## config.mk

```make
export PLATFORM = sky130hd
export DESIGN_NAME = cart_bus_master
export DESIGN_NICKNAME = d
export VERILOG_FILES = /design/src/rtl/cbm_pkg.sv /design/src/rtl/cbm_timer.sv /design/src/rtl/cbm_seq.sv /design/src/rtl/cbm_pins.sv /design/src/rtl/cart_bus_master.sv
export SDC_FILE = /design/constraint.sdc
export NUM_CORES = 1
export LEC_CHECK = 0
export ABC_AREA = 1
export BUFFER_PORTS_ARGS = -buffer_cell sky130_fd_sc_hd__buf_4
export CAP_MARGIN = 40
export CELL_PAD_IN_SITES_DETAIL_PLACEMENT = 1
export CELL_PAD_IN_SITES_GLOBAL_PLACEMENT = 1
export CORE_AREA = 2 2 66 131
export CTS_CLUSTER_DIAMETER = 200
export CTS_CLUSTER_SIZE = 20
export DETAILED_ROUTE_END_ITERATION = 7
export DIE_AREA = 0 0 68 133
export HOLD_SLACK_MARGIN = 0.02
export PLACE_DENSITY_LB_ADDON = 0.1
export SKIP_LAST_GASP = 1
export SLEW_MARGIN = 20
export SYNTH_ARGS = -nofsm -noshare
export SYNTH_HDL_FRONTEND = slang
export SYNTH_SLANG_ARGS = --single-unit
```

## constraint.sdc

```tcl
create_clock -name clk -period 2.4 [get_ports clk]
set_input_delay 0.24 -clock clk [delete_from_list [all_inputs] [get_ports clk]]
set_output_delay 0.24 -clock clk [all_outputs]
set_load 0.03 [all_outputs]
```

## src/rtl/cbm_pkg.sv

```systemverilog
package cbm_pkg;

  typedef enum logic [2:0] {
    ST_IDLE = 3'd0,
    ST_APL  = 3'd1,
    ST_APH  = 3'd2,
    ST_LEH  = 3'd3,
    ST_LEL  = 3'd4,
    ST_STB  = 3'd5,
    ST_REL  = 3'd6
  } cbm_state_t;

  typedef enum logic [1:0] {
    TGT_ROM  = 2'd0,
    TGT_SRAM = 2'd1,
    TGT_IO   = 2'd2,
    TGT_ALT  = 2'd3
  } cbm_tgt_t;

  function automatic int imax(input int a, input int b);
    return (a > b) ? a : b;
  endfunction

  function automatic cbm_tgt_t norm_tgt(input logic [1:0] t);
    return (t == 2'd3) ? TGT_ROM : cbm_tgt_t'(t);
  endfunction

endpackage

```

## src/rtl/cbm_timer.sv

```systemverilog
module cbm_timer #(
  parameter int CW = 11
) (
  input  logic          clk,
  input  logic          rst_n,
  input  logic          load,
  input  logic [CW-1:0] load_val,
  output logic          zero
);
  logic [CW-1:0] cnt_q, cnt_d;
  logic          cnt_en;

  always_comb begin
    cnt_en = load || (cnt_q != '0);
    cnt_d  = load ? load_val : cnt_q - 1'b1;
  end

  always_ff @(posedge clk or negedge rst_n) begin
    if (!rst_n)      cnt_q <= '0;
    else if (cnt_en) cnt_q <= cnt_d;
  end

  assign zero = (cnt_q == '0);

  // the counter only moves down or reloads, so it never wraps below zero
  p_no_wrap_r10: assert property (@(posedge clk) disable iff (!rst_n)
    ($past(cnt_q) == '0 && !$past(load)) |-> cnt_q == '0);
endmodule

```

## src/rtl/cbm_seq.sv

```systemverilog
module cbm_seq
  import cbm_pkg::*;
#(
  parameter int AW          = 22,
  parameter int CW          = 11,
  parameter int ROM_RD_CYC  = 1250,
  parameter int RAM_RD_CYC  = 20,
  parameter int SRAM_WR_CYC = 60,
  parameter int IO_WR_CYC   = 185,
  parameter int LE_CYC      = 4,
  parameter int HOLD_CYC    = 4,
  parameter int PULSE_CYC   = 4,
  parameter int SETTLE_CYC  = 4
) (
  input  logic          clk,
  input  logic          rst_n,
  input  logic          req_valid,
  input  logic          req_write,
  input  logic [1:0]    req_target,
  input  logic [AW-1:0] req_addr,
  input  logic [7:0]    req_wdata,
  input  logic [7:0]    ad_in,
  input  logic          tmr_zero,
  output logic          tmr_load,
  output logic [CW-1:0] tmr_val,
  output cbm_state_t    state,
  output logic          cap_write,
  output cbm_tgt_t      cap_target,
  output logic [AW-1:0] cap_addr,
  output logic [7:0]    cap_wdata,
  output logic [7:0]    rd_data,
  output logic          done,
  output logic          busy
);
  localparam logic [CW-1:0] D_ROM_RD  = CW'(ROM_RD_CYC - 1);
  localparam logic [CW-1:0] D_RAM_RD  = CW'(RAM_RD_CYC - 1);
  localparam logic [CW-1:0] D_SRAM_WR = CW'(SRAM_WR_CYC - 1);
  localparam logic [CW-1:0] D_IO_WR   = CW'(IO_WR_CYC - 1);
  localparam logic [CW-1:0] D_LE      = CW'(LE_CYC - 1);
  localparam logic [CW-1:0] D_HOLD    = CW'(HOLD_CYC - 1);
  localparam logic [CW-1:0] D_PULSE   = CW'(PULSE_CYC - 1);
  localparam logic [CW-1:0] D_SETTLE  = CW'(SETTLE_CYC - 1);

  cbm_state_t state_q, state_d;
  logic       accept;
  logic       cap_write_q;
  cbm_tgt_t   cap_tgt_q;
  logic [AW-1:0] cap_addr_q;
  logic [7:0] cap_wdata_q, rd_q, rd_d;
  logic       rd_en, done_q, done_d;

  assign accept = (state_q == ST_IDLE) && req_valid;

  // next state
  always_comb begin
    state_d = state_q;
    unique case (state_q)
      ST_IDLE: if (req_valid)
                 state_d = (req_write && norm_tgt(req_target) == TGT_IO) ? ST_APL : ST_LEH;
      ST_APL:  if (tmr_zero) state_d = ST_APH;
      ST_APH:  if (tmr_zero) state_d = ST_LEH;
      ST_LEH:  if (tmr_zero) state_d = ST_LEL;
      ST_LEL:  if (tmr_zero) state_d = ST_STB;
      ST_STB:  if (tmr_zero) state_d = ST_REL;
      ST_REL:  if (tmr_zero) state_d = ST_IDLE;
      default: state_d = ST_IDLE;
    endcase
  end

  // phase length loaded on each state change
  always_comb begin
    tmr_load = (state_d != state_q);
    unique case (state_d)
      ST_APL, ST_APH: tmr_val = D_PULSE;
      ST_LEH:         tmr_val = D_LE;
      ST_LEL:         tmr_val = D_HOLD;
      ST_STB: begin
        if (!cap_write_q)              tmr_val = (cap_tgt_q == TGT_ROM) ? D_ROM_RD : D_RAM_RD;
        else if (cap_tgt_q == TGT_IO)  tmr_val = D_IO_WR;
        else                           tmr_val = D_SRAM_WR;
      end
      ST_REL:         tmr_val = D_SETTLE;
      default:        tmr_val = '0;
    endcase
  end

  always_comb begin
    rd_en  = (state_q == ST_STB) && !cap_write_q && tmr_zero;
    rd_d   = ad_in;
    done_d = (state_q == ST_REL) && tmr_zero;
  end

  always_ff @(posedge clk or negedge rst_n) begin
    if (!rst_n) begin
      state_q <= ST_IDLE;
      done_q  <= 1'b0;
    end else begin
      state_q <= state_d;
      done_q  <= done_d;
    end
  end

  always_ff @(posedge clk or negedge rst_n) begin
    if (!rst_n) begin
      cap_write_q <= 1'b0;
      cap_tgt_q   <= TGT_ROM;
      cap_addr_q  <= '0;
      cap_wdata_q <= '0;
    end else if (accept) begin
      cap_write_q <= req_write;
      cap_tgt_q   <= norm_tgt(req_target);
      cap_addr_q  <= req_addr;
      cap_wdata_q <= req_wdata;
    end
  end

  always_ff @(posedge clk or negedge rst_n) begin
    if (!rst_n)     rd_q <= '0;
    else if (rd_en) rd_q <= rd_d;
  end

  assign state      = state_q;
  assign cap_write  = cap_write_q;
  assign cap_target = cap_tgt_q;
  assign cap_addr   = cap_addr_q;
  assign cap_wdata  = cap_wdata_q;
  assign rd_data    = rd_q;
  assign done       = done_q;
  assign busy       = (state_q != ST_IDLE);

  // done comes with busy already low, and busy only ends with done
  p_done_idle_r9: assert property (@(posedge clk) disable iff (!rst_n)
    done |-> !busy);
  p_busy_end_r9: assert property (@(posedge clk) disable iff (!rst_n)
    $fell(busy) |-> done);
  // captured request fields do not move while a cycle runs
  p_hold_req_r9: assert property (@(posedge clk) disable iff (!rst_n)
    (busy && $past(busy)) |-> ($stable(cap_addr_q) && $stable(cap_write_q)));
endmodule

```

## src/rtl/cbm_pins.sv

```systemverilog
module cbm_pins
  import cbm_pkg::*;
#(
  parameter int AW = 22
) (
  input  logic          clk,
  input  logic          rst_n,
  input  cbm_state_t    state,
  input  logic          cap_write,
  input  cbm_tgt_t      cap_target,
  input  logic [AW-1:0] cap_addr,
  input  logic [7:0]    cap_wdata,
  output logic [AW-9:0] addr_hi,
  output logic          le,
  output logic          sel_a_n,
  output logic          sel_b_n,
  output logic          oe_n,
  output logic          we_n,
  output logic [7:0]    ad_out,
  output logic          ad_oe
);
  logic addr_ph, sel_win, wr_stb;

  always_comb begin
    addr_ph = (state == ST_LEH) || (state == ST_LEL);
    sel_win = addr_ph || (state == ST_STB);
    wr_stb  = (state == ST_STB) && cap_write && (cap_target != TGT_ROM);

    addr_hi = cap_addr[AW-1:8];
    le      = (state == ST_LEH);
    sel_a_n = !((state == ST_APL) || (sel_win && cap_target == TGT_SRAM));
    sel_b_n = !(sel_win && cap_target == TGT_IO);
    oe_n    = !((state == ST_STB) && !cap_write);
    we_n    = !wr_stb;
    ad_oe   = addr_ph || wr_stb;
    ad_out  = addr_ph ? cap_addr[7:0] : cap_wdata;
  end

  // the two NAND inputs are never pulled low together
  p_sel_excl_r5: assert property (@(posedge clk) disable iff (!rst_n)
    !(!sel_a_n && !sel_b_n));
  // read and write strobes are exclusive
  p_strobe_excl_r10: assert property (@(posedge clk) disable iff (!rst_n)
    !(!oe_n && !we_n));
endmodule

```

## src/rtl/cart_bus_master.sv

```systemverilog
module cart_bus_master
  import cbm_pkg::*;
#(
  parameter int AW          = 22,
  parameter int ROM_RD_CYC  = 1250,
  parameter int RAM_RD_CYC  = 20,
  parameter int SRAM_WR_CYC = 60,
  parameter int IO_WR_CYC   = 185,
  parameter int LE_CYC      = 4,
  parameter int HOLD_CYC    = 4,
  parameter int PULSE_CYC   = 4,
  parameter int SETTLE_CYC  = 4
) (
  input  logic          clk,
  input  logic          rst_n,
  input  logic          req_valid,
  input  logic          req_write,
  input  logic [1:0]    req_target,
  input  logic [21:0]   req_addr,
  input  logic [7:0]    req_wdata,
  output logic          busy,
  output logic          done,
  output logic [7:0]    rd_data,
  output logic [13:0]   addr_hi,
  output logic          le,
  output logic          sel_a_n,
  output logic          sel_b_n,
  output logic          oe_n,
  output logic          we_n,
  output logic [7:0]    ad_out,
  output logic          ad_oe,
  input  logic [7:0]    ad_in
);
  localparam int MAXD = imax(imax(imax(ROM_RD_CYC, RAM_RD_CYC), imax(SRAM_WR_CYC, IO_WR_CYC)),
                             imax(imax(LE_CYC, HOLD_CYC), imax(PULSE_CYC, SETTLE_CYC)));
  localparam int CW   = $clog2(MAXD + 1);

  // reset: asserted asynchronously, released on the clock
  logic [1:0] rst_sync_q;
  logic       rst_n_i;
  always_ff @(posedge clk or negedge rst_n) begin
    if (!rst_n) rst_sync_q <= 2'b00;
    else        rst_sync_q <= {rst_sync_q[0], 1'b1};
  end
  assign rst_n_i = rst_sync_q[1];

  cbm_state_t    state;
  logic          cap_write;
  cbm_tgt_t      cap_target;
  logic [AW-1:0] cap_addr;
  logic [7:0]    cap_wdata;
  logic          tmr_load, tmr_zero;
  logic [CW-1:0] tmr_val;

  cbm_timer #(.CW(CW)) u_timer (
    .clk(clk), .rst_n(rst_n_i), .load(tmr_load), .load_val(tmr_val), .zero(tmr_zero)
  );

  cbm_seq #(
    .AW(AW), .CW(CW), .ROM_RD_CYC(ROM_RD_CYC), .RAM_RD_CYC(RAM_RD_CYC),
    .SRAM_WR_CYC(SRAM_WR_CYC), .IO_WR_CYC(IO_WR_CYC), .LE_CYC(LE_CYC),
    .HOLD_CYC(HOLD_CYC), .PULSE_CYC(PULSE_CYC), .SETTLE_CYC(SETTLE_CYC)
  ) u_seq (
    .clk(clk), .rst_n(rst_n_i), .req_valid(req_valid), .req_write(req_write),
    .req_target(req_target), .req_addr(req_addr), .req_wdata(req_wdata),
    .ad_in(ad_in), .tmr_zero(tmr_zero), .tmr_load(tmr_load), .tmr_val(tmr_val),
    .state(state), .cap_write(cap_write), .cap_target(cap_target),
    .cap_addr(cap_addr), .cap_wdata(cap_wdata), .rd_data(rd_data),
    .done(done), .busy(busy)
  );

  cbm_pins #(.AW(AW)) u_pins (
    .clk(clk), .rst_n(rst_n_i), .state(state), .cap_write(cap_write),
    .cap_target(cap_target), .cap_addr(cap_addr), .cap_wdata(cap_wdata),
    .addr_hi(addr_hi), .le(le), .sel_a_n(sel_a_n), .sel_b_n(sel_b_n),
    .oe_n(oe_n), .we_n(we_n), .ad_out(ad_out), .ad_oe(ad_oe)
  );

  // no latch strobe while a data strobe is active
  p_le_quiet_r2: assert property (@(posedge clk) disable iff (!rst_n_i)
    le |-> (oe_n && we_n));
  // address byte still driven in the cycle after the latch closes
  p_le_hold_r2: assert property (@(posedge clk) disable iff (!rst_n_i)
    $fell(le) |-> (ad_oe && $stable(ad_out)));
  // upper address lines hold for the whole cycle
  p_addr_stable_r2: assert property (@(posedge clk) disable iff (!rst_n_i)
    (busy && $past(busy)) |-> $stable(addr_hi));
  // the port is released once output enable has been low a cycle
  p_read_dir_r3: assert property (@(posedge clk) disable iff (!rst_n_i)
    (!oe_n && $past(!oe_n)) |-> !ad_oe);
endmodule

```

Yosys cells after proc, flatten, opt, wreduce, memory -nomap -nowiden:

Cells that the tools add are included.

* input bits: 44
* bits in registers: 58
* output and inout port bits: 38

* multiplexer cells: 16
* reductions and logical operators: 26
* equal/unequal tests: 17
* add/sub/neg operators: 1

Operators with widths (number)
* $mux 11: 3
* $pmux 11 s2: 1
* $mux 3: 7
* $pmux 3 s7: 1
* $eq 3x3->1 const B: 6
* $mux 8: 2
* $eq 3x2->1 const B: 4
* $logic_not 11->1: 1
* $reduce_bool 11->1: 1
* $sub 11x1->11 const B: 1
* $logic_and 1x1->1: 9
* $eq 2x2->1 const B: 3
* $eq 3x1->1 const B: 2
* $logic_not 1->1: 5
* $logic_or 1x1->1: 5
* $reduce_or 5->1: 1
* $mux 2: 2
* $logic_not 3->1: 1
* $ne 3x3->1: 1
* $reduce_bool 3->1: 1
* $eq 2x1->1 const B: 1
* $logic_not 2->1: 1
* $reduce_bool 2->1: 1

Longest topological paths before layout:

Gate-level depths: netlist of the first run.

* depth after elaboration: 11
* gate-level depth with buffers: 16
* depth with buffers taken out: 16

By module:

A second synthesis of the first run with hierarchy kept.

* cell total of the unflattened synthesis: 391
* area total of the unflattened synthesis: 3067.9 um^2

By module, submodules not included
* cbm_seq: area an instance 1953.1 um^2, cells an instance 222, times used 1
* cbm_timer: area an instance 749.5 um^2, cells an instance 106, times used 1
* cbm_pins: area an instance 311.5 um^2, cells an instance 60, times used 1
* cart_bus_master: area an instance 53.8 um^2, cells an instance 3, times used 1

Least setup slack after synthesis of the first run:

OpenSTA, ideal clock, no wires.

* path kind: register -> register
* from: reg u_timer.cnt_q[0]
* to: reg u_timer.cnt_q[7]
* required time: 2.278 ns
* path buffers: 1
* path slack: 0.505 ns
* cell stages (with the launch flop): 15
* clock period less this slack: 1.895 ns
* arrival time: 1.774 ns
* path through: dfrtp_1 -> inv_1 -> ha_1 -> nand2_1 -> nor2_2 -> nand3_4 -> nand2_2 -> nand2_2 -> nor2_4 -> nand2_2 -> nand2_2 -> nand2_4 -> buf_6 -> nand3_1 -> o21ai_1

* cells in the longest elaborated chain, start to end: 7
* elaborated cells on any way between the ends: 21

Ends and longest elaborated chain
* from (decl): RTL line cbm_timer.sv:10 `logic [CW-1:0] cnt_q, cnt_d;`
* from (signal assigned): RTL line cbm_timer.sv:20 `else if (cnt_en) cnt_q <= cnt_d;`
* $logic_not 11->1: RTL line cbm_timer.sv:23 `assign zero = (cnt_q == '0);`
* $mux 3, or another cell as far along: RTL line cbm_seq.sv:65 `ST_REL: if (tmr_zero) state_d = ST_IDLE;`
* $pmux 3 s7: RTL line cbm_seq.sv:57 `unique case (state_q)`
* $eq 3x1->1, or another cell as far along: RTL line cbm_seq.sv:73 `unique case (state_d)`
* $reduce_or 5->1 (no source line)
* $pmux 11 s2: RTL line cbm_seq.sv:73
* $mux 11: RTL line cbm_timer.sv:15 `cnt_d = load ? load_val : cnt_q - 1'b1;`

Parallel ways exist; a longest one is shown, timed or not.
A chain may end at the register's enable or synchronous reset.

Worst setup path after layout of the first run:

* from: reg u_timer.cnt_q[0]
* to: reg u_timer.cnt_q[0]

Same word-level chain as after synthesis.

==> flow_summary_export.csv, run 1 <==
group,metric,value,unit
run_status,status,"completed",
route,drc,0,
worst_setup_path,max_stage_delay,0.34,ns
worst_setup_path,cp_max_fo,8,
synthesis,syn_nets,418,
floorplan,fp-row-count,47,
route,dr.pass1.iters,4,
grt,grt.total_usage,19.7,%
timing,slew_violations,0,
synthesis,synth.cells.most_frequent,"157 x nand2_1, 58 x dfrtp_1, 22 x nor2_1",
place,gp_congestion,0.850,
worst_setup_path,crit_path_cell_trace,"inv_1 -> ha_1 -> nand2_1 -> nor2_2 -> nand3_4 -> buf_4 -> clkinv_1 -> o21ai_0 -> o31ai_1 -> inv_1 -> nand4_1 -> nand2_1 -> nand2_1",
timing,fin_crit,2.21,ns
grt,antenna_found_initial,0,
synthesis,yosysTopAreaCell,"dfrtp_1",
route,drt-met1-wl,3430,um
route,dr_wl_met3,369,um
clock_network,clockBufferDepth,2,
power,combPwrFrac,52.1,%
place,pre_cts_ws,0.0776,ns
grt,grt_pass1_vias,2844,
worst_setup_path,cpMostUsedCell,"nand2_1",
finish,syn2layout_area_growth,33.1,%
timing,slew-limit-headroom,55.1,%
power,leakage,2.11,nW
worst_setup_path,cp.arrival,2.43,ns
synthesis,yosysSeqAreaShare,48.6,%
route,top_layer,"met4",
route,wl_per_cell,14.5,um
timing,setup_violations,0,
clock_network,clk_latency,0.32,ns
power,p_sw,0.00297,W
clock_network,htreeDepth,3,
power,seqPwrFrac,26.3,%
synthesis,syn_area_per_cell,8.01,um^2
grt,grt_first_pass_wirelength,13500,um
job,drv_cap,0,
synthesis,synth_cells,373,
timing,min_period_over_period,92.3,%
clock_network,root_buffer,"clkbuf_16",
synthesis,synth_ff_type,"dfrtp_1",
worst_setup_path,rrSetupSlack,0.19,ns
synthesis,synth_edf_count,0,
clock_network,cts_tree,"yes",
grt,grt_overflow_total,0,
synthesis,ys_seq_elements,58,
route,route.vias.total,2639,
synthesis,synthesis.area,2990,um^2
floorplan,ios,82,
finish,multi_input_area,1270,um^2
timing,worst_slack,0.185,ns
power,clkPwrFrac,21.5,%
timing,hold_violations,0,
finish,nets,494,
finish,antenna_cells,0,
power,peakVddDrop,0.000694,V
route,route.met2.wl,4140,um
synthesis,synth_top_area_share,48.6,%
route,routed_wl,8030,um
route,drtIter0Drc,103,
worst_setup_path,cp-end-kind,"flip-flop",
floorplan,coreArea,8120,um^2
power,p_int,0.00350,W
worst_setup_path,start_kind,"flip-flop",
clock_network,clock-sinks,58,
floorplan,die_height,133,um
floorplan,die-area,9040,um^2
timing,tightest_slew,0.673,ns
grt,grt_max_degree,30,
route,via_per_inst,4.78,
synthesis,yosysWarnings,0,
clock_network,clk_pin_slew,0.05,ns
finish,fill_cells,996,
timing,max_freq,452,MHz
worst_setup_path,crit_type,"reg2reg",
synthesis,yosysUniqueCellTypes,34,
clock_network,cts_buffers,9,
floorplan,die_x,68,um
timing,skew,0.00578,ns
power,swShare,45.9,%
synthesis,async_flop_share,100,%
finish,regArea,1450,um^2
place,dp_hpwl,5970,um
route,ant_nets,0,
finish,layout-drive-gt1-share,33.0,%
worst_setup_path,slowest_stage,"dfrtp_1",
place,io_buffers,81,
worst_hold_path,hp-class,"in2reg",
power,p_per_area,1630,nW/um^2
finish,fin_util,49.0,%
timing,fin_setup_tns,0,ns
worst_setup_path,worstPathRequired,2.61,ns
synthesis,synth.area.top_cells,"dfrtp_1 49%, nand2_1 20%, buf_4 3.5%",
synthesis,yosysMostFrequentCell,"nand2_1",
floorplan,start_util,36.8,%
## power groups by stage
stage                     Sequential (W)  Combinational [W]  Clock [W]
after floorplan                  0.00175            0.00241          0
after global placement           0.00170            0.00326          0
after detailed placement         0.00171            0.00334          0
after CTS                        0.00170            0.00336    0.00144
after global routing             0.00176            0.00372    0.00149
final                            0.00170            0.00337    0.00139
## path summary, 6_finish.rpt
path / from / depth (start not counted) / to
worst min-delay path: req_addr[16] / 3 / u_seq.cap_addr[16]
worst max register to register: u_timer.cnt_q[0] / 13 / u_timer.cnt_q[0]
worst min register to register: rst_sync_q[1] / 0 / u_seq.cap_addr[7]
max in group asynchronous: rst_sync_q[1] / 1 / u_seq.cap_addr[9]
min in group asynchronous: rst_n / 2 / rst_sync_q[0]
worst max-delay path: u_timer.cnt_q[0] / 13 / u_timer.cnt_q[0]
## worst max-delay path: cells and delay by family, from the launching register on
family,cells,cell delay (ns)
buffers and inverters,4,0.61
AND/OR/NAND/NOR,6,0.50
flip-flops,1,0.34
adder cells (fa/ha/maj),1,0.26
AO/OA/AOI/OAI,2,0.39
## routing by layer
metal / up-vias / track usage [%]
met2: 65 / 31.9
li1: 1308 / -
met1: 1261 / 24.8
met5: - / 0
met4: 0 / 7.33
met3: 5 / 4.59
## cells in the final DEF (no fill, tap or decap), drive strengths merged, types with 2 or more instances in the layout
master / n
nand2: 164
buf: 87
dfrtp: 58
inv: 31
nor2: 30
nand3: 14
o21ai: 12
clkbuf: 10
a21oi: 10
mux2: 8
nand4: 6
clkinv: 6
xor2: 3
o31ai: 2
bufinv: 2
nor3: 2
## state kept, by name (all words and copies together), names as in the netlist
signal	flops
u_seq.state	3
u_timer.cnt_q	11
u_seq.done	1
u_seq.cap_target	2
u_seq.cap_wdata	8
u_seq.cap_addr	22
u_seq.cap_write	1
rst_sync_q	2
u_seq.rd_data	8
## logic make-up (layout without fill, tap and decap cells)
group | Yosys count | after routing | synth area share [%]
mux | 8 | 8 | 3.02
fa+ha+maj | 1 | 1 | 0.419
simple gates | 217 | 217 | 31.5
xor+xnor | 3 | 3 | 0.880
other cells | 1 | 1 | 0.126
buf+inv | 57 | 138 | 9.43
compound gates | 28 | 28 | 6.03
flops | 58 | 58 | 48.6
## area by class of cell
type,count,area share [%]
clock buffers,10,6.01
clock inverters,6,2.27
inverters,34,3.24
multi-input cells,258,31.9
flip-flops and latches,58,36.5
well taps,98,3.08
repair buffers,88,17.0
## per-stage QoR
step | instance area, um^2 | hold slack [ns] | power (W) | std cells
global route | 3980 | 0.109 | 0.00697 | 552
floorplan | 2990 | -0.0556 | 0.00416 | 373
finish | 3980 | 0.111 | 0.00647 | 552
CTS | 3950 | 0.0949 | 0.00650 | 550
global placement | 3610 | 0.0223 | 0.00496 | 533
detailed placement | 3610 | 0.0230 | 0.00505 | 533
## what timing repair did
action	in CTS	in global routing
setup buffers	0	2
endpoints found under the hold margin	2	0
hold buffers	1	0
setup endpoints to repair	11	19
gates resized for setup	1	3
cloned	0	0
pin swaps	0	1
Power figures use the tool's default switching activity.
==> inputs of run 2 (changes only) <==
--- a/config.mk
+++ b/config.mk
@@ -11,12 +11,13 @@
 export CELL_PAD_IN_SITES_DETAIL_PLACEMENT = 1
 export CELL_PAD_IN_SITES_GLOBAL_PLACEMENT = 1
 export CORE_AREA = 2 2 66 131
-export CTS_CLUSTER_DIAMETER = 200
 export CTS_CLUSTER_SIZE = 20
 export DETAILED_ROUTE_END_ITERATION = 7
 export DIE_AREA = 0 0 68 133
 export HOLD_SLACK_MARGIN = 0.02
 export PLACE_DENSITY_LB_ADDON = 0.1
+export RECOVER_POWER = 25
+export SETUP_SLACK_MARGIN = 0.3
 export SKIP_LAST_GASP = 1
 export SLEW_MARGIN = 20
 export SYNTH_ARGS = -nofsm -noshare
==> run 2 against run 1 <==
- flip-flop and latch count did not move
- clock skew fell by 0.0014 ns
- non-clock buffer count rose by 13
- register-to-register slack improved by 0.21 ns
- first-iteration DRC count rose by 17%
- worst hold slack got worse by 0.0024 ns
- routed wire length rose by 5.4%
- critical endpoint unchanged
- highest routed layer unchanged
- critical path depth rose by 1
- sequential share of layout area fell by 1.3 points
- largest cell class unchanged
- cell area rose by 3.8%
- critical path type unchanged
- fmax rose by 11%
==> flow_summary_export.csv, run 2 (synthesized netlist as in run 1, its figures left out) <==
group,metric,value,unit
worst_setup_path,startpoint,"u_timer.cnt_q[1]",
timing,slew-limit-headroom,21.6,%
grt,grt_first_pass_wirelength,13800,um
power,peakVddDrop,0.000701,V
timing,min_period_over_period,83.4,%
worst_setup_path,worstPathRequired,2.61,ns
finish,nets,507,
power,p_int,0.00367,W
finish,syn2layout_area_growth,38.2,%
grt,antenna_found_initial,0,
clock_network,cts_tree,"yes",
route,drc,0,
timing,tightest_slew,1.18,ns
worst_setup_path,rrSetupSlack,0.40,ns
clock_network,root_buffer,"clkbuf_16",
power,clkPwrFrac,20.7,%
grt,gr-usage-met3,4.59,%
job,drv_cap,0,
finish,layout-drive-gt1-share,36.8,%
timing,setup_violations,0,
place,dp_hpwl,5970,um
route,dr.pass1.iters,4,
worst_hold_path,hold_path_depth,3,
route,route.vias.total,2678,
grt,grtUsageMet2,32.7,%
worst_hold_path,hp-class,"in2reg",
power,combPwrFrac,54.1,%
timing,fin_setup_tns,0,ns
timing,hold_violations,0,
clock_network,clock-sinks,58,
floorplan,coreArea,8120,um^2
clock_network,htreeDepth,3,
timing,fin_crit,2.00,ns
worst_setup_path,critPathTopFamily,"simple AND/OR/NAND/NOR gates",
finish,antenna_cells,0,
timing,worst_hold_slack,0.109,ns
power,swShare,46.0,%
finish,layout_common_cells,"153 x nand2_1, 97 x buf_4, 57 x dfrtp_1, 19 x inv_1, 19 x nor2_1",
finish,fill_cells,988,
route,drtIter0Drc,121,
grt,grt_overflow_total,0,
place,gp_congestion,0.850,
worst_setup_path,slowest_stage,"dfrtp_1",
route,routed_wl,8460,um
timing,max_freq,500,MHz
worst_setup_path,reg2reg_depth,14,
worst_setup_path,crit_type,"reg2reg",
clock_network,cts_buffers,9,
worst_setup_path,cp.arrival,2.22,ns
floorplan,die-area,9040,um^2
worst_setup_path,cp-end-kind,"flip-flop",
floorplan,fp-row-count,47,
worst_setup_path,worstReg2RegEnd,"u_timer.cnt_q[0]",
timing,slew_violations,0,
worst_setup_path,crit_cells,14,
finish,mostFrequentLayoutCell,"nand2_1",
worst_setup_path,crit_path_cell_trace,"inv_2 -> ha_4 -> nand2_2 -> nor2_4 -> nand3_4 -> buf_6 -> a21oi_1 -> nand2_1 -> nand3_1 -> nand2_1 -> inv_1 -> nand4_1 -> nand2_1 -> nand2_1",
clock_network,clk_latency,0.33,ns
route,ant_nets,0,
floorplan,die_x,68,um
route,via_per_inst,4.74,
finish,largest_register_ffs,22,
grt,busiest_layer,"met2",
route,wl_per_cell,15.0,um
grt,grt.total_usage,20.1,%
floorplan,ios,82,
run_status,status,"completed",
power,p_sw,0.00312,W
grt,grt_pass1_vias,2878,
power,p_per_area,1650,nW/um^2
power,seqPwrFrac,25.3,%
worst_setup_path,cp_max_fo,7,
floorplan,start_util,36.8,%
worst_setup_path,crit_end,"u_timer.cnt_q[0]",
grt,grt_max_degree,30,
floorplan,die_height,133,um
place,io_buffers,81,
worst_setup_path,max_stage_delay,0.40,ns
worst_setup_path,r2r_start,"u_timer.cnt_q[1]",
worst_setup_path,cpMostUsedCell,"nand2_1",
power,leakage,2.18,nW
timing,skew,0.00443,ns
clock_network,clk_pin_slew,0.05,ns
worst_setup_path,start_kind,"flip-flop",
worst_setup_path,cp_num_buf_inv,3,
clock_network,clockBufferDepth,2,
timing,rsz0062_at_grt,"false",
grt,met1_usage,25.4,%
## run 2: area by class of cell
cell class                      count  area (um^2)  share of cell area, %
Clock buffer                       10          239                   5.79
Clock inverter                      6         90.1                   2.18
Inverter                           34          134                   3.24
Multi-Input combinational cell    258         1330                   32.2
Sequential cell                    58         1450                   35.2
Tap cell                           98          123                   2.97
Timing Repair Buffer              101          758                   18.4
## run 2: power groups by stage
stage,logic (W),registers [W],clock network [W]
3_5_place_dp,0.00334,0.00171,0
4_1_cts,0.00347,0.00171,0.00144
3_3_place_gp,0.00326,0.00170,0
2_1_floorplan,0.00241,0.00175,0
6_report,0.00368,0.00172,0.00140
5_1_grt,0.00403,0.00177,0.00149
## run 2: per-stage QoR
step | total power (W) | setup WS, ns | instances | utilization [%] | instance area, um^2
CTS | 0.00661 | 0.304 | 553 | 49.4 | 4010
global placement | 0.00496 | 0.191 | 533 | 44.4 | 3610
global route | 0.00729 | 0.167 | 565 | 50.8 | 4130
finish | 0.00680 | 0.398 | 565 | 50.8 | 4130
detailed placement | 0.00505 | 0.0776 | 533 | 44.4 | 3610
floorplan | 0.00416 | 0.505 | 373 | - | 2990
## run 2: worst min path at each step
stage	endpoint	slack, ns	startpoint
6_report	u_seq.cap_wdata[3]	0.11	req_wdata[3]
5_1_grt	u_seq.cap_addr[12]	0.11	req_addr[12]
4_1_cts	u_seq.cap_wdata[3]	0.09	req_wdata[3]
3_5_place_dp	rst_sync_q[0]	0.02	rst_n
3_3_place_gp	rst_sync_q[0]	0.02	rst_n
2_1_floorplan	rst_sync_q[0]	-0.06	rst_n
## run 2: worst register-to-register path, cell delays in order (launching register included)
cell     delay, ns
dfrtp_1       0.40
inv_2         0.08
ha_4          0.16
nand2_2       0.07
nor2_4        0.14
nand3_4       0.15
buf_6         0.18
a21oi_1       0.13
nand2_1       0.12
nand3_1       0.12
nand2_1       0.07
inv_1         0.07
nand4_1       0.09
nand2_1       0.07
nand2_1       0.05
## run 2: routing by layer
| metal | up-vias | wire (um) |
|---|---|---|
| li1 | 1329 | - |
| met1 | 1278 | 3680 |
| met2 | 63 | 4270 |
| met3 | 8 | 377 |
| met4 | 0 | 133 |
| met5 | - | 0 |
## run 2: what timing repair did
action                                  4_1_cts  5_1_grt
hold buffers                                  1        0
endpoints found under the hold margin         2        0
endpoints found under the setup margin       30       22
pin swaps                                     2        8
buffers inserted                              3       12
resized for setup                            10       14
==> inputs of run 3 (changes only) <==
--- a/config.mk
+++ b/config.mk
@@ -10,10 +10,10 @@
 export CAP_MARGIN = 40
 export CELL_PAD_IN_SITES_DETAIL_PLACEMENT = 1
 export CELL_PAD_IN_SITES_GLOBAL_PLACEMENT = 1
-export CORE_AREA = 2 2 66 131
+export CORE_AREA = 2 2 70 138
 export CTS_CLUSTER_SIZE = 20
 export DETAILED_ROUTE_END_ITERATION = 7
-export DIE_AREA = 0 0 68 133
+export DIE_AREA = 0 0 72 140
 export HOLD_SLACK_MARGIN = 0.02
 export PLACE_DENSITY_LB_ADDON = 0.1
 export RECOVER_POWER = 25
==> constraint.sdc (replaced) <==
create_clock -name clk -period 1.6 [get_ports clk]
set_input_delay 0.16 -clock clk [delete_from_list [all_inputs] [get_ports clk]]
set_output_delay 0.16 -clock clk [all_outputs]
set_load 0.03 [all_outputs]
==> run 3 against run 2 <==
- the run now ends with setup timing left
- largest power group unchanged
- global-route usage up 2.6 points
- critical path depth unchanged
- first-iteration DRC count down 11%
- worst hold slack worse by 0.087 ns
- routed wire length up 61%
- flip-flop and latch count unchanged
- total power up 110%
- count of clock-buffer cells in the layout up 2
- non-clock buffer count up 96
- final cell count up 18%
- fmax down 1.1%
==> flow_summary_export.csv, run 3 (synthesized netlist as in run 1, its figures left out) <==
group,metric,value,unit
worst_setup_path,crit_type,"reg2reg",
clock_network,clk_latency,0.34,ns
route,dr.pass1.iters,4,
clock_network,root_buffer,"clkbuf_16",
route,via_per_inst,4.95,
finish,syn2layout_area_growth,90.7,%
clock_network,clock-sinks,58,
finish,largest_register_ffs,22,
timing,setup_violations,64,
clock_network,clockBufferDepth,2,
finish,layout_common_cells,"124 x buf_4, 93 x nand2_1, 53 x dfrtp_1, 39 x nand2_2, 38 x buf_6",
grt,grt_pass1_vias,3545,
timing,rsz0062_at_grt,"true",
timing,worst_slack,-0.424,ns
clock_network,cts_buffers,9,
route,drtIter0Drc,108,
grt,grt_overflow_total,0,
route,drc,0,
clock_network,clk_pin_slew,0.06,ns
floorplan,die_x,72,um
worst_setup_path,reg2reg_depth,14,
worst_setup_path,startpoint,"u_seq.state[0]",
grt,grt.total_usage,22.7,%
worst_setup_path,cpMostUsedCell,"nand2_1",
grt,grt_max_degree,57,
worst_setup_path,crit_path_cell_trace,"nor2_4 -> buf_6 -> buf_6 -> nand4_1 -> nand2_2 -> nor2_4 -> nand2_1 -> nor2_1 -> nand3_1 -> nand2_1 -> inv_1 -> nand4_1 -> nand2_1 -> nand2_1",
worst_setup_path,start_kind,"flip-flop",
floorplan,ios,82,
worst_setup_path,worstReg2RegEnd,"u_timer.cnt_q[1]",
place,io_buffers,81,
finish,fin_util,63.2,%
route,wl_per_cell,20.5,um
power,p_per_area,2450,nW/um^2
worst_hold_path,hp-class,"in2reg",
power,leakage,2.85,nW
power,total_power,0.0139,W
timing,tightest_slew,0.847,ns
finish,final_area,5700,um^2
timing,slew_violations,0,
timing,fin_crit,2.02,ns
worst_setup_path,cp_max_fo,3,
worst_setup_path,cp-end-kind,"flip-flop",
timing,hold_violations,0,
run_status,status,"complete, but fails checks",
worst_setup_path,cp_num_buf_inv,3,
worst_hold_path,hold_path_depth,3,
worst_setup_path,critPathTopFamily,"simple AND/OR/NAND/NOR gates",
floorplan,coreArea,9010,um^2
finish,antenna_cells,0,
floorplan,die-area,10100,um^2
power,peakVddDrop,0.00134,V
place,dp_hpwl,7160,um
route,ant_nets,0,
finish,mostFrequentLayoutCell,"buf_4",
finish,nets,604,
place,gp_congestion,0.823,
place,post_dp_cell_area,4120,um^2
run_status,violations,"setup timing",
route,routed_wl,13600,um
floorplan,start_util,33.1,%
timing,min_period_over_period,127,%
floorplan,die_height,140,um
grt,antenna_found_initial,0,
worst_setup_path,rrSetupSlack,-0.42,ns
worst_setup_path,worstPathRequired,1.87,ns
job,drv_cap,0,
route,route.vias.total,3300,
grt,grt_first_pass_wirelength,17200,um
clock_network,htreeDepth,3,
worst_setup_path,cp.arrival,2.29,ns
timing,fin_setup_tns,-14.38,ns
worst_hold_path,min_from,"req_addr[4]",
worst_setup_path,slowest_stage,"dfrtp_2",
timing,max_freq,494,MHz
worst_hold_path,holdPathEnd,"u_seq.cap_addr[4]",
worst_setup_path,max_stage_delay,0.43,ns
worst_setup_path,crit_cells,14,
worst_setup_path,r2r_start,"u_seq.state[0]",
timing,slew-limit-headroom,43.6,%
floorplan,fp-row-count,49,
timing,skew,0.00954,ns
finish,layout-drive-gt1-share,59.4,%
clock_network,cts_tree,"yes",
## run 3: changes by cell type in the layout (fill, tap and decap cells not counted), moves of 5 or more
| cell | change |
|---|---|
| buf_12 | +5 |
| buf_4 | +27 |
| buf_6 | +37 |
| dlygate4sd3_1 | +17 |
| nand2_1 | -60 |
| nand2_2 | +31 |
| nand2_4 | +29 |
| nor2_1 | -5 |
| nor2_4 | +5 |
## run 3: where the power goes
part | switching (W) | internal, W
logic | 0.00501 | 0.00411
clock network | 0.000737 | 0.00133
registers | 0.000646 | 0.00211
## run 3: worst max-delay path by stage
stage                             endpoint
after floorplan           u_timer.cnt_q[7]
after global placement    u_timer.cnt_q[6]
after detailed placement  u_timer.cnt_q[6]
after CTS                        ad_out[5]
after global routing      u_timer.cnt_q[1]
final                     u_timer.cnt_q[1]
## run 3: final cells by class
class | instances | area [um^2]
tap | 102 | 128
sequential | 58 | 1460
clock inverter | 4 | 48.8
inverter | 34 | 173
multi-input combinational | 259 | 1750
clock buffer | 12 | 267
fill | 975 | 3320
timing repair buffer | 197 | 1880
## run 3: repair_timing
action,in CTS,in global routing
gates cloned,3,4
endpoints found under the setup margin,70,70
buffers inserted,18,12
hold endpoints to repair,19,0
hold buffers,18,0
gates resized for setup,94,101
pin swaps,27,40
## run 3: worst min-delay path, cell delays in order
cell,delay [ns]
buf_4,0.07
nand2_1,0.04
nand2_1,0.05
## run 3: per-stage QoR
step / instances / setup slack, ns / hold slack [ns]
2_1_floorplan: 373 / -0.171 / -0.136
3_3_place_gp: 595 / -0.227 / -0.0570
3_5_place_dp: 595 / -0.324 / -0.0565
4_1_cts: 650 / -0.266 / 0.0201
5_1_grt: 666 / -0.514 / 0.0384
6_report: 666 / -0.424 / 0.0213
## run 3: per-layer routing
| metal | vias to the layer above | global-route usage [%] | part of all wire [%] |
|---|---|---|---|
| met5 | - | 0 | 0 |
| met4 | 0 | 10.7 | 5.6 |
| li1 | 1526 | - | - |
| met1 | 1646 | 20.0 | 31 |
| met3 | 47 | 5.61 | 3.0 |
| met2 | 81 | 45.2 | 60 |
